## src/rtl/orbit_sync_pkg.sv

```systemverilog
package orbit_sync_pkg;

  // Strobes from the control side to the pulse datapath.
  typedef struct packed {
    logic start;   // one-cycle request to (re)load the stretch counter
  } orbitStrobes_t;

endpackage

```

## src/rtl/orbit_tap_delay.sv

```systemverilog
// Tapped shift register: dout equals din delayed by sel clock cycles.
module orbit_tap_delay #(
  parameter int DEPTH = 16,
  localparam int SEL_W = $clog2(DEPTH)
) (
  input  logic             clk,
  input  logic             rstN,
  input  logic             din,
  input  logic [SEL_W-1:0] sel,
  output logic             dout
);

  localparam int STAGES = DEPTH - 1;

  logic [STAGES-1:0] stages;
  logic [SEL_W-1:0]  tapIdx;

  generate
    if (STAGES == 1) begin : g_single
      always_ff @(posedge clk or negedge rstN) begin
        if (!rstN) stages <= '0;
        else       stages <= din;
      end
    end else begin : g_chain
      always_ff @(posedge clk or negedge rstN) begin
        if (!rstN) stages <= '0;
        else       stages <= {stages[STAGES-2:0], din};
      end
    end
  endgenerate

  always_comb begin
    tapIdx = sel - 1'b1;
    dout   = (sel == '0) ? din : stages[tapIdx];
  end

  // A one-stage tap must reproduce the input of the previous cycle.
  p_one_stage_r2: assert property (@(posedge clk) disable iff (!rstN)
    (sel == SEL_W'(1)) |-> (dout == $past(din)));

endmodule

```

## src/rtl/orbit_sync_ctrl.sv

```systemverilog
// Source side: synchronizer, input delay, edge detect, internal period counter.
module orbit_sync_ctrl
  import orbit_sync_pkg::*;
#(
  parameter int DELAY_DEPTH = 16,
  parameter int PERIOD_W    = 16,
  localparam int SEL_W = $clog2(DELAY_DEPTH)
) (
  input  logic                clk,
  input  logic                rstN,
  input  logic                orbitIn,
  input  logic                useInternal,
  input  logic [SEL_W-1:0]    inDelaySel,
  input  logic [PERIOD_W-1:0] periodLen,
  output orbitStrobes_t       strobes
);

  logic syncA, syncB;
  logic inTap, prevTap, extStrobe;
  logic [PERIOD_W-1:0] periodCnt, lastVal;
  logic selPrev, intStrobe;

  // Two-flop synchronizer into the bunch-clock domain.
  always_ff @(posedge clk or negedge rstN) begin
    if (!rstN) begin
      syncA <= 1'b0;
      syncB <= 1'b0;
    end else begin
      syncA <= orbitIn;
      syncB <= syncA;
    end
  end

  orbit_tap_delay #(.DEPTH(DELAY_DEPTH)) u_inDelay (
    .clk  (clk),
    .rstN (rstN),
    .din  (syncB),
    .sel  (inDelaySel),
    .dout (inTap)
  );

  always_ff @(posedge clk or negedge rstN) begin
    if (!rstN) prevTap <= 1'b0;
    else       prevTap <= inTap;
  end

  assign extStrobe = inTap & ~prevTap;

  // Internal free-running counter; period 0 behaves like period 1.
  assign lastVal   = (periodLen == '0) ? '0 : periodLen - 1'b1;
  assign intStrobe = useInternal && (periodCnt >= lastVal);

  always_ff @(posedge clk or negedge rstN) begin
    if (!rstN) begin
      periodCnt <= '0;
      selPrev   <= 1'b0;
    end else begin
      selPrev <= useInternal;
      if (useInternal != selPrev || !useInternal) periodCnt <= '0;
      else if (periodCnt >= lastVal)              periodCnt <= '0;
      else                                        periodCnt <= periodCnt + 1'b1;
    end
  end

  always_comb strobes.start = useInternal ? intStrobe : extStrobe;

  // A detected edge lasts exactly one cycle.
  p_edge_single_r3: assert property (@(posedge clk) disable iff (!rstN)
    extStrobe |=> !extStrobe);

  // A source change restarts the counter.
  p_restart_r7: assert property (@(posedge clk) disable iff (!rstN)
    (useInternal != $past(useInternal)) |=> (periodCnt == '0));

  // Below the wrap point, the counter advances by one per cycle.
  p_count_step_r6: assert property (@(posedge clk) disable iff (!rstN)
    (useInternal && $past(useInternal) && $stable(periodLen)
      && $past(periodCnt) < $past(lastVal) && $past(selPrev) == $past(useInternal))
      |-> (periodCnt == $past(periodCnt) + 1'b1));

endmodule

```

## src/rtl/orbit_stretch_path.sv

```systemverilog
// Pulse datapath: retriggerable stretch counter, output delay, output register.
module orbit_stretch_path
  import orbit_sync_pkg::*;
#(
  parameter int DELAY_DEPTH = 16,
  parameter int STRETCH_W   = 12,
  localparam int SEL_W = $clog2(DELAY_DEPTH)
) (
  input  logic                 clk,
  input  logic                 rstN,
  input  orbitStrobes_t        strobes,
  input  logic [STRETCH_W-1:0] stretchLen,
  input  logic [SEL_W-1:0]     outDelaySel,
  output logic                 orbitOut
);

  logic [STRETCH_W-1:0] remaining, loadVal;
  logic stretched, outTap;

  assign loadVal   = (stretchLen == '0) ? STRETCH_W'(1) : stretchLen;
  assign stretched = (remaining != '0);

  always_ff @(posedge clk or negedge rstN) begin
    if (!rstN)              remaining <= '0;
    else if (strobes.start) remaining <= loadVal;
    else if (stretched)     remaining <= remaining - 1'b1;
  end

  orbit_tap_delay #(.DEPTH(DELAY_DEPTH)) u_outDelay (
    .clk  (clk),
    .rstN (rstN),
    .din  (stretched),
    .sel  (outDelaySel),
    .dout (outTap)
  );

  always_ff @(posedge clk or negedge rstN) begin
    if (!rstN) orbitOut <= 1'b0;
    else       orbitOut <= outTap;
  end

  // A start, including a retrigger, loads the full length.
  p_load_len_r5: assert property (@(posedge clk) disable iff (!rstN)
    strobes.start |=> (remaining == (($past(stretchLen) == '0) ? STRETCH_W'(1) : $past(stretchLen))));

  // With more than one cycle left, the pulse stays high next cycle.
  p_hold_r4: assert property (@(posedge clk) disable iff (!rstN)
    (remaining > STRETCH_W'(1)) |=> stretched);

endmodule

```

## src/rtl/orbit_sync_stretch.sv

```systemverilog
module orbit_sync_stretch
  import orbit_sync_pkg::*;
#(
  parameter int DELAY_DEPTH = 16,
  parameter int STRETCH_W   = 12,
  parameter int PERIOD_W    = 16,
  localparam int SEL_W = $clog2(DELAY_DEPTH)
) (
  input  logic                 clk,
  input  logic                 rstN,
  input  logic                 orbitIn,
  input  logic                 useInternal,
  input  logic [SEL_W-1:0]     inDelaySel,
  input  logic [SEL_W-1:0]     outDelaySel,
  input  logic [STRETCH_W-1:0] stretchLen,
  input  logic [PERIOD_W-1:0]  periodLen,
  output logic                 orbitOut
);

  orbitStrobes_t strobes;

  orbit_sync_ctrl #(.DELAY_DEPTH(DELAY_DEPTH), .PERIOD_W(PERIOD_W)) u_ctrl (
    .clk         (clk),
    .rstN        (rstN),
    .orbitIn     (orbitIn),
    .useInternal (useInternal),
    .inDelaySel  (inDelaySel),
    .periodLen   (periodLen),
    .strobes     (strobes)
  );

  orbit_stretch_path #(.DELAY_DEPTH(DELAY_DEPTH), .STRETCH_W(STRETCH_W)) u_path (
    .clk         (clk),
    .rstN        (rstN),
    .strobes     (strobes),
    .stretchLen  (stretchLen),
    .outDelaySel (outDelaySel),
    .orbitOut    (orbitOut)
  );

  // Output stays low while reset is held.
  p_reset_low_r1: assert property (@(posedge clk) !rstN |-> !orbitOut);

endmodule

```

## config.mk

```make
export PLATFORM = sky130hd
export DESIGN_NAME = orbit_sync_stretch
export DESIGN_NICKNAME = d
export VERILOG_FILES = /design/src/rtl/orbit_sync_pkg.sv /design/src/rtl/orbit_tap_delay.sv /design/src/rtl/orbit_sync_ctrl.sv /design/src/rtl/orbit_stretch_path.sv /design/src/rtl/orbit_sync_stretch.sv
export SDC_FILE = /design/constraint.sdc
export NUM_CORES = 1
export LEC_CHECK = 0
export BUFFER_PORTS_ARGS = -buffer_cell sky130_fd_sc_hd__buf_2
export CORE_MARGIN = 3
export CORE_UTILIZATION = 30
export DETAILED_ROUTE_END_ITERATION = 7
export MAX_ROUTING_LAYER = met4
export PLACE_DENSITY = 0.44
export SLEW_MARGIN = 20
export SYNTH_ARGS = -nofsm -noshare
export SYNTH_HDL_FRONTEND = slang
export SYNTH_HIERARCHICAL = 1
export SYNTH_SLANG_ARGS = --single-unit
```

## constraint.sdc

```tcl
create_clock -name clk -period 6 [get_ports clk]
set_clock_uncertainty 0.15 [all_clocks]
set_input_delay 1.8 -clock clk [delete_from_list [all_inputs] [get_ports clk]]
set_output_delay 1.8 -clock clk [all_outputs]
set_load 0.01 [all_outputs]
```

; Word level (Yosys, flattened, before mapping)
; Cells that the tools add are included.
[totals]
out_inout_bits = 1
regBits = 63
[classes]
mux = 13
n_bitwise = 2
reduce_logical = 9
order_cmp = 3
n_eq_ne = 1
n_addsub = 5
[ops]
columns = cell, n
row1 = 16-bit 2-to-1 mux, 3
row2 = 12-bit 2-to-1 mux, 3
row3 = 16-bit by 1-bit adder with 16-bit output (second input constant), 1
row4 = 16-bit >= comparator, 1
row5 = 16-bit zero test, 1
row6 = 16-bit by 1-bit subtractor with 16-bit output (second input constant), 1
row7 = 12-bit zero test, 1
row8 = 12-bit nonzero test, 1
row9 = 12-bit by 1-bit subtractor with 12-bit output (second input constant), 1
row10 = 4-bit by 5-bit < comparator with 1-bit output (second input constant), 2
row11 = 1-bit binary-select mux with 4-bit select, 2
row12 = 4-bit zero test, 2
row13 = 4-bit by 1-bit subtractor with 4-bit output (second input constant), 2
row14 = 1-bit 2-to-1 mux, 5
row15 = 2-bit nonzero test, 1
row16 = 1-bit bitwise AND, 1
row17 = 1-bit logical AND, 1
row18 = 1-bit zero test, 1
row19 = 1-bit logical OR, 1
row20 = 1-bit != test, 1
row21 = 1-bit NOT, 1

; Longest topological paths before layout
[logic_depth]
ltp_word = 7
mapped_depth = 15
ltp_nobuf = 13

; Hierarchy
; Netlist, hierarchy kept.
[by_module_without_submodules]
columns = mod, instances, seq_area_each_um2, cells_each, area_each_um2
row1 = orbit_sync_ctrl, 1, 500.5, 186, 1724.2
row2 = orbit_tap_delay, 2, 375.4, 38, 603.1
row3 = orbit_stretch_path, 1, 325.3, 74, 790.8

; Worst setup path after synthesis
; Ideal clock, no wire load.
[synth_path]
path_kind = input port to flip-flop
start = input port periodLen[9]
end = register u_path.remaining[1]
required_time_ns = 5.725
path_stages = 11
setup_slack_ns = 0.892
arrival_time_ns = 4.833
cell_sequence = nor4_1 -> and3b_1 -> nand3_1 -> mux2i_1 -> ha_1 -> nand4_1 -> or3_1 -> o21ai_1 -> o32a_1 -> clkbuf_1 -> mux2_2
[synth_between]
elab_chain_cells = 6
[synth_rtl]
columns = item, line_no
row1 = "start, declared", orbit_sync_stretch.sv:16  ; input logic [PERIOD_W-1:0] periodLen,
row2 = 16-bit by 1-bit subtractor with 16-bit output / 16-bit zero test (equally long branches), orbit_sync_ctrl.sv:50  ; assign lastVal = (periodLen == '0) ? '0 : periodLen - 1'b1;
row3 = 16-bit 2-to-1 mux *, orbit_sync_ctrl.sv:50
row4 = 16-bit >= comparator *, orbit_sync_ctrl.sv:51  ; assign intStrobe = useInternal && (periodCnt >= lastVal);
row5 = 1-bit logical AND *, orbit_sync_ctrl.sv:51
row6 = 1-bit 2-to-1 mux *, orbit_sync_ctrl.sv:65  ; always_comb strobes.start = useInternal ? intStrobe : extStrobe;
row7 = via strobes, orbit_sync_stretch.sv:20  ; orbitStrobes_t strobes;
row8 = 12-bit 2-to-1 mux / 2-bit nonzero test (equally long branches), --
row9 = "end signal, assigned", orbit_stretch_path.sv:25  ; else if (strobes.start) remaining <= loadVal;
row10 = "end signal, assigned", orbit_stretch_path.sv:26  ; else if (stretched) remaining <= remaining - 1'b1;
row11 = "end, declared", orbit_stretch_path.sv:17  ; logic [STRETCH_W-1:0] remaining, loadVal;
; The timed path passes the listed nets; every way through them passes the cells marked *.
; A chain may end at the register's enable or synchronous reset.

; Worst setup path in the final report
; Ends and elaborated chain as after synthesis.

==> results.yml <==
cells_and_area:
  final_cell_mix: "63 x dfrtp_1, 40 x buf_2, 29 x nand2_1"
  drive_gt1_share_pct: 20.7
  final_cells: 554
  fin_nets: 446
  area_growth_pct: 18.6
  final_util_pct: 36.6
  n_fill_cell: 1209
  final_common_cell: "dfrtp_1"
  antennaDiodeCount: 0
global_routing:
  grt_pass1_wl_um: 13700
  gr-total-overflow: 0
  grt_pass1_vias: 2754
  grtUsageTotal_pct: 12.6
  antenna_found_initial: 0
  grt_max_degree: 64
drt:
  vias_per_cell: 4.91
  ant_nets: 0
  drt_iter0_drc: 118
  drc: 0
  drt_wl_total_um: 7930
  dr.pass1.iters: 4
  wl_per_cell_um: 14.3
  vias: 2720
setup_path:
  regToRegStartpoint: "u_ctrl/periodCnt[0]$_DFF_PN0_"
  path_class: "input pin to flop"
  arrival_ns: 5.24
  setup.worst_path.start: "periodLen[9]"
  slowest_stage: "nor4_1"
  cp.required_ns: 6.06
  crit_fanout: 16
  start_kind: "input pin"
  path_cells: "buf_2 > nor4_1 > and3b_1 > nand2_1 > nand2_1 > ha_1 > nand4_1 > or2_1 > nor4_1 > o32a_1 > mux2_2"
  crit_path_max_incr_delay_ns: 0.70
  cp-end-kind: "flop"
clocking:
  cts_tree: "yes"
  clkTransAtPathRegs_ns: 0.05
  worst_skew_pair.late_latency_ns: 0.33
  cts_hold_buf: 0
  cts_max_level: 3
  cts_root_buffer: "clkbuf_16"
  numCtsBuffers: 9
  cts_buffer_depth: 2
  cts.sink_count: 63
  cts_resized: 0
  cts_setup_buffers: 0
sta:
  fin_crit_sh_pct: 86.4
  drv_slew: 0
  fin_ws_ns: 0.819
  period_needed_ns: 5.18
  worst_slew_pin_slew_ns: 0.788
  setup-tns-final_ns: 0
  setup-violations-final: 0
  timing.fmax_ghz: 0.193
  hold_viol: 0
  slew_headroom_pct: 47.0
  rsz0062_at_grt: "false"
yosys:
  yosysWarningCount: 6
  synth_flop_cell: "dfrtp_1"
  async_flop_share_pct: 100
  synth_nets: 401
  synth.distinct_cells: 55
  synth_area_um2: 3720
  synth_seq_cells: 63
  synth_edf_count: 0
  synth_cells: 336
  syn_area_per_cell_um2: 11.1
  synth_seq_area_share_pct: 42.4
place:
  io_buffers: 40
  dpl.cell_count: 538
  dp_slack_ns: 0.475
  place.gp.congestion: 0.800
  dp_hpwl_um: 5780
worst_hold_path:
  hold_start: "u_ctrl/syncA$_DFF_PN0_"
  hold_class: "flop to flop"
power:
  p_leak_nw: 1.86
  vdd.ir_drop.worst_v: 0.000132
  combPwrFrac_pct: 17.3
  clkPwrFrac_pct: 41.3
  power_switching_mw: 0.343
  totalPowerFinal_mw: 1.28
  power_frac_seq_pct: 41.4
  cellInternalPower_mw: 0.938
  switching_share_pct: 26.8
  p_per_area_nw_per_um2: 290
outcome:
  status: "finished clean"
run:
  cap_violations: 0
die:
  die_x_um: 117
  rows: 40
  initial_core_util_pct: 30.9
  io_pins: 41
  fp.dieH_um: 117
  coreArea_um2: 12100
  die_area_um2: 13800
[registers in the layout, indices dropped and copies added, names as in the netlist]
register and flops:
u_path/orbitOut 1, u_ctrl/syncB 1, u_ctrl/periodCnt 16, u_ctrl/u_inDelay/stages 15, u_ctrl/selPrev 1, u_ctrl/prevTap 1, u_path/u_outDelay/stages 15, u_path/remaining 12
u_ctrl/syncA 1
[cell usage after synthesis, types with 2 or more instances]
master | number | area [µm²]
nand4b_1 | 3 | 26.3
buf_6 | 3 | 33.8
nor3_1 | 9 | 45.0
and3b_1 | 2 | 17.5
mux2i_1 | 3 | 30.0
nor4_1 | 21 | 131
mux2_2 | 5 | 56.3
o41ai_1 | 2 | 17.5
clkbuf_1 | 6 | 22.5
nand2_1 | 29 | 109
or3_1 | 2 | 12.5
nor2b_1 | 3 | 18.8
nor3b_1 | 3 | 22.5
ha_1 | 25 | 313
or4bb_1 | 2 | 22.5
a2111oi_4 | 2 | 55.1
a21o_1 | 2 | 15.0
nand3_1 | 10 | 50.1
o31ai_1 | 5 | 37.5
nand3b_1 | 2 | 15.0
nor4_4 | 2 | 42.5
dfrtp_1 | 63 | 1580
mux4_1 | 6 | 158
inv_1 | 14 | 52.6
a22o_1 | 4 | 35.0
o21ai_0 | 4 | 20.0
a21boi_0 | 2 | 15.0
and3_1 | 3 | 18.8
o311ai_1 | 4 | 35.0
a21oi_1 | 12 | 60.1
nand4_1 | 9 | 56.3
nor2_1 | 15 | 56.3
xor2_1 | 14 | 123
nand2b_1 | 5 | 31.3
xnor2_1 | 20 | 175
[final cells by class]
type	instances	area [µm²]	area share, %
Multi-Input combinational cell	247	2020	45.7
Sequential cell	63	1580	35.7
Clock buffer	13	270	6.12
Timing Repair Buffer	46	245	5.56
Tap cell	168	210	4.76
Inverter	14	52.6	1.19
Clock inverter	3	40.0	0.907
[through the flow]
step	instance area [µm²]	hold WS, ns
after floorplan	3720	0.181
after global placement	4100	0.183
after detailed placement	4100	0.196
after CTS	4410	0.208
after global routing	4410	0.206
final	4410	0.201
[per-layer routing]
layer | up-vias | track usage, % | wire (µm)
met5 | - | - | 0
met4 | 0 | 4.25 | 102
met3 | 7 | 3.62 | 338
met2 | 61 | 18.3 | 3510
met1 | 1312 | 16.9 | 3980
li1 | 1340 | - | -
[critical path, delay by kind of cell]
kind	cells	cell delay, ns
adder cells (fa/ha/maj)	1	0.15
AND/OR/NAND/NOR	7	2.16
AO/OA/AOI/OAI	1	0.61
buffers and inverters	1	0.11
multiplexers	1	0.40
[worst paths after layout]
| path | depth (start not counted) | end | slack, ns |
|---|---|---|---|
| worst max-delay path | 11 | u_path/remaining[1]$_DFFE_PN0P_ | 0.82 |
| worst min-delay path | 0 | u_ctrl/syncB$_DFF_PN0_ | 0.20 |
| worst max register to register | 9 | u_path/remaining[4]$_DFFE_PN0P_ | 3.16 |
| worst min register to register | 0 | u_ctrl/syncB$_DFF_PN0_ | 0.20 |
| max in group asynchronous | 2 | u_ctrl/u_inDelay/stages[2]$_DFF_PN0_ | 3.68 |
| min in group asynchronous | 2 | u_path/u_outDelay/stages[4]$_DFF_PN0_ | 1.49 |
[cell families (layout without fill, tap and decap cells)]
family,count (synthesis),in the layout,share of synthesized area [%]
AOI/OAI and AO/OA,45,45,10.2
xor gates and xnor gates,34,34,8.00
DFF,63,63,42.4
buffers and inverters,26,76,3.40
adders and majority gates,25,25,8.41
muxes,14,14,6.56
and+or+nand+nor,129,129,21.0
[power groups by stage]
stage	Clock, mW	Combinational (mW)	Sequential [mW]
after floorplan	0	0.164	0.527
after global placement	0	0.223	0.538
after detailed placement	0	0.222	0.537
after CTS	0.544	0.225	0.531
after global routing	0.567	0.249	0.538
final	0.529	0.221	0.531
No activity file was read; power rests on OpenSTA's default activity.
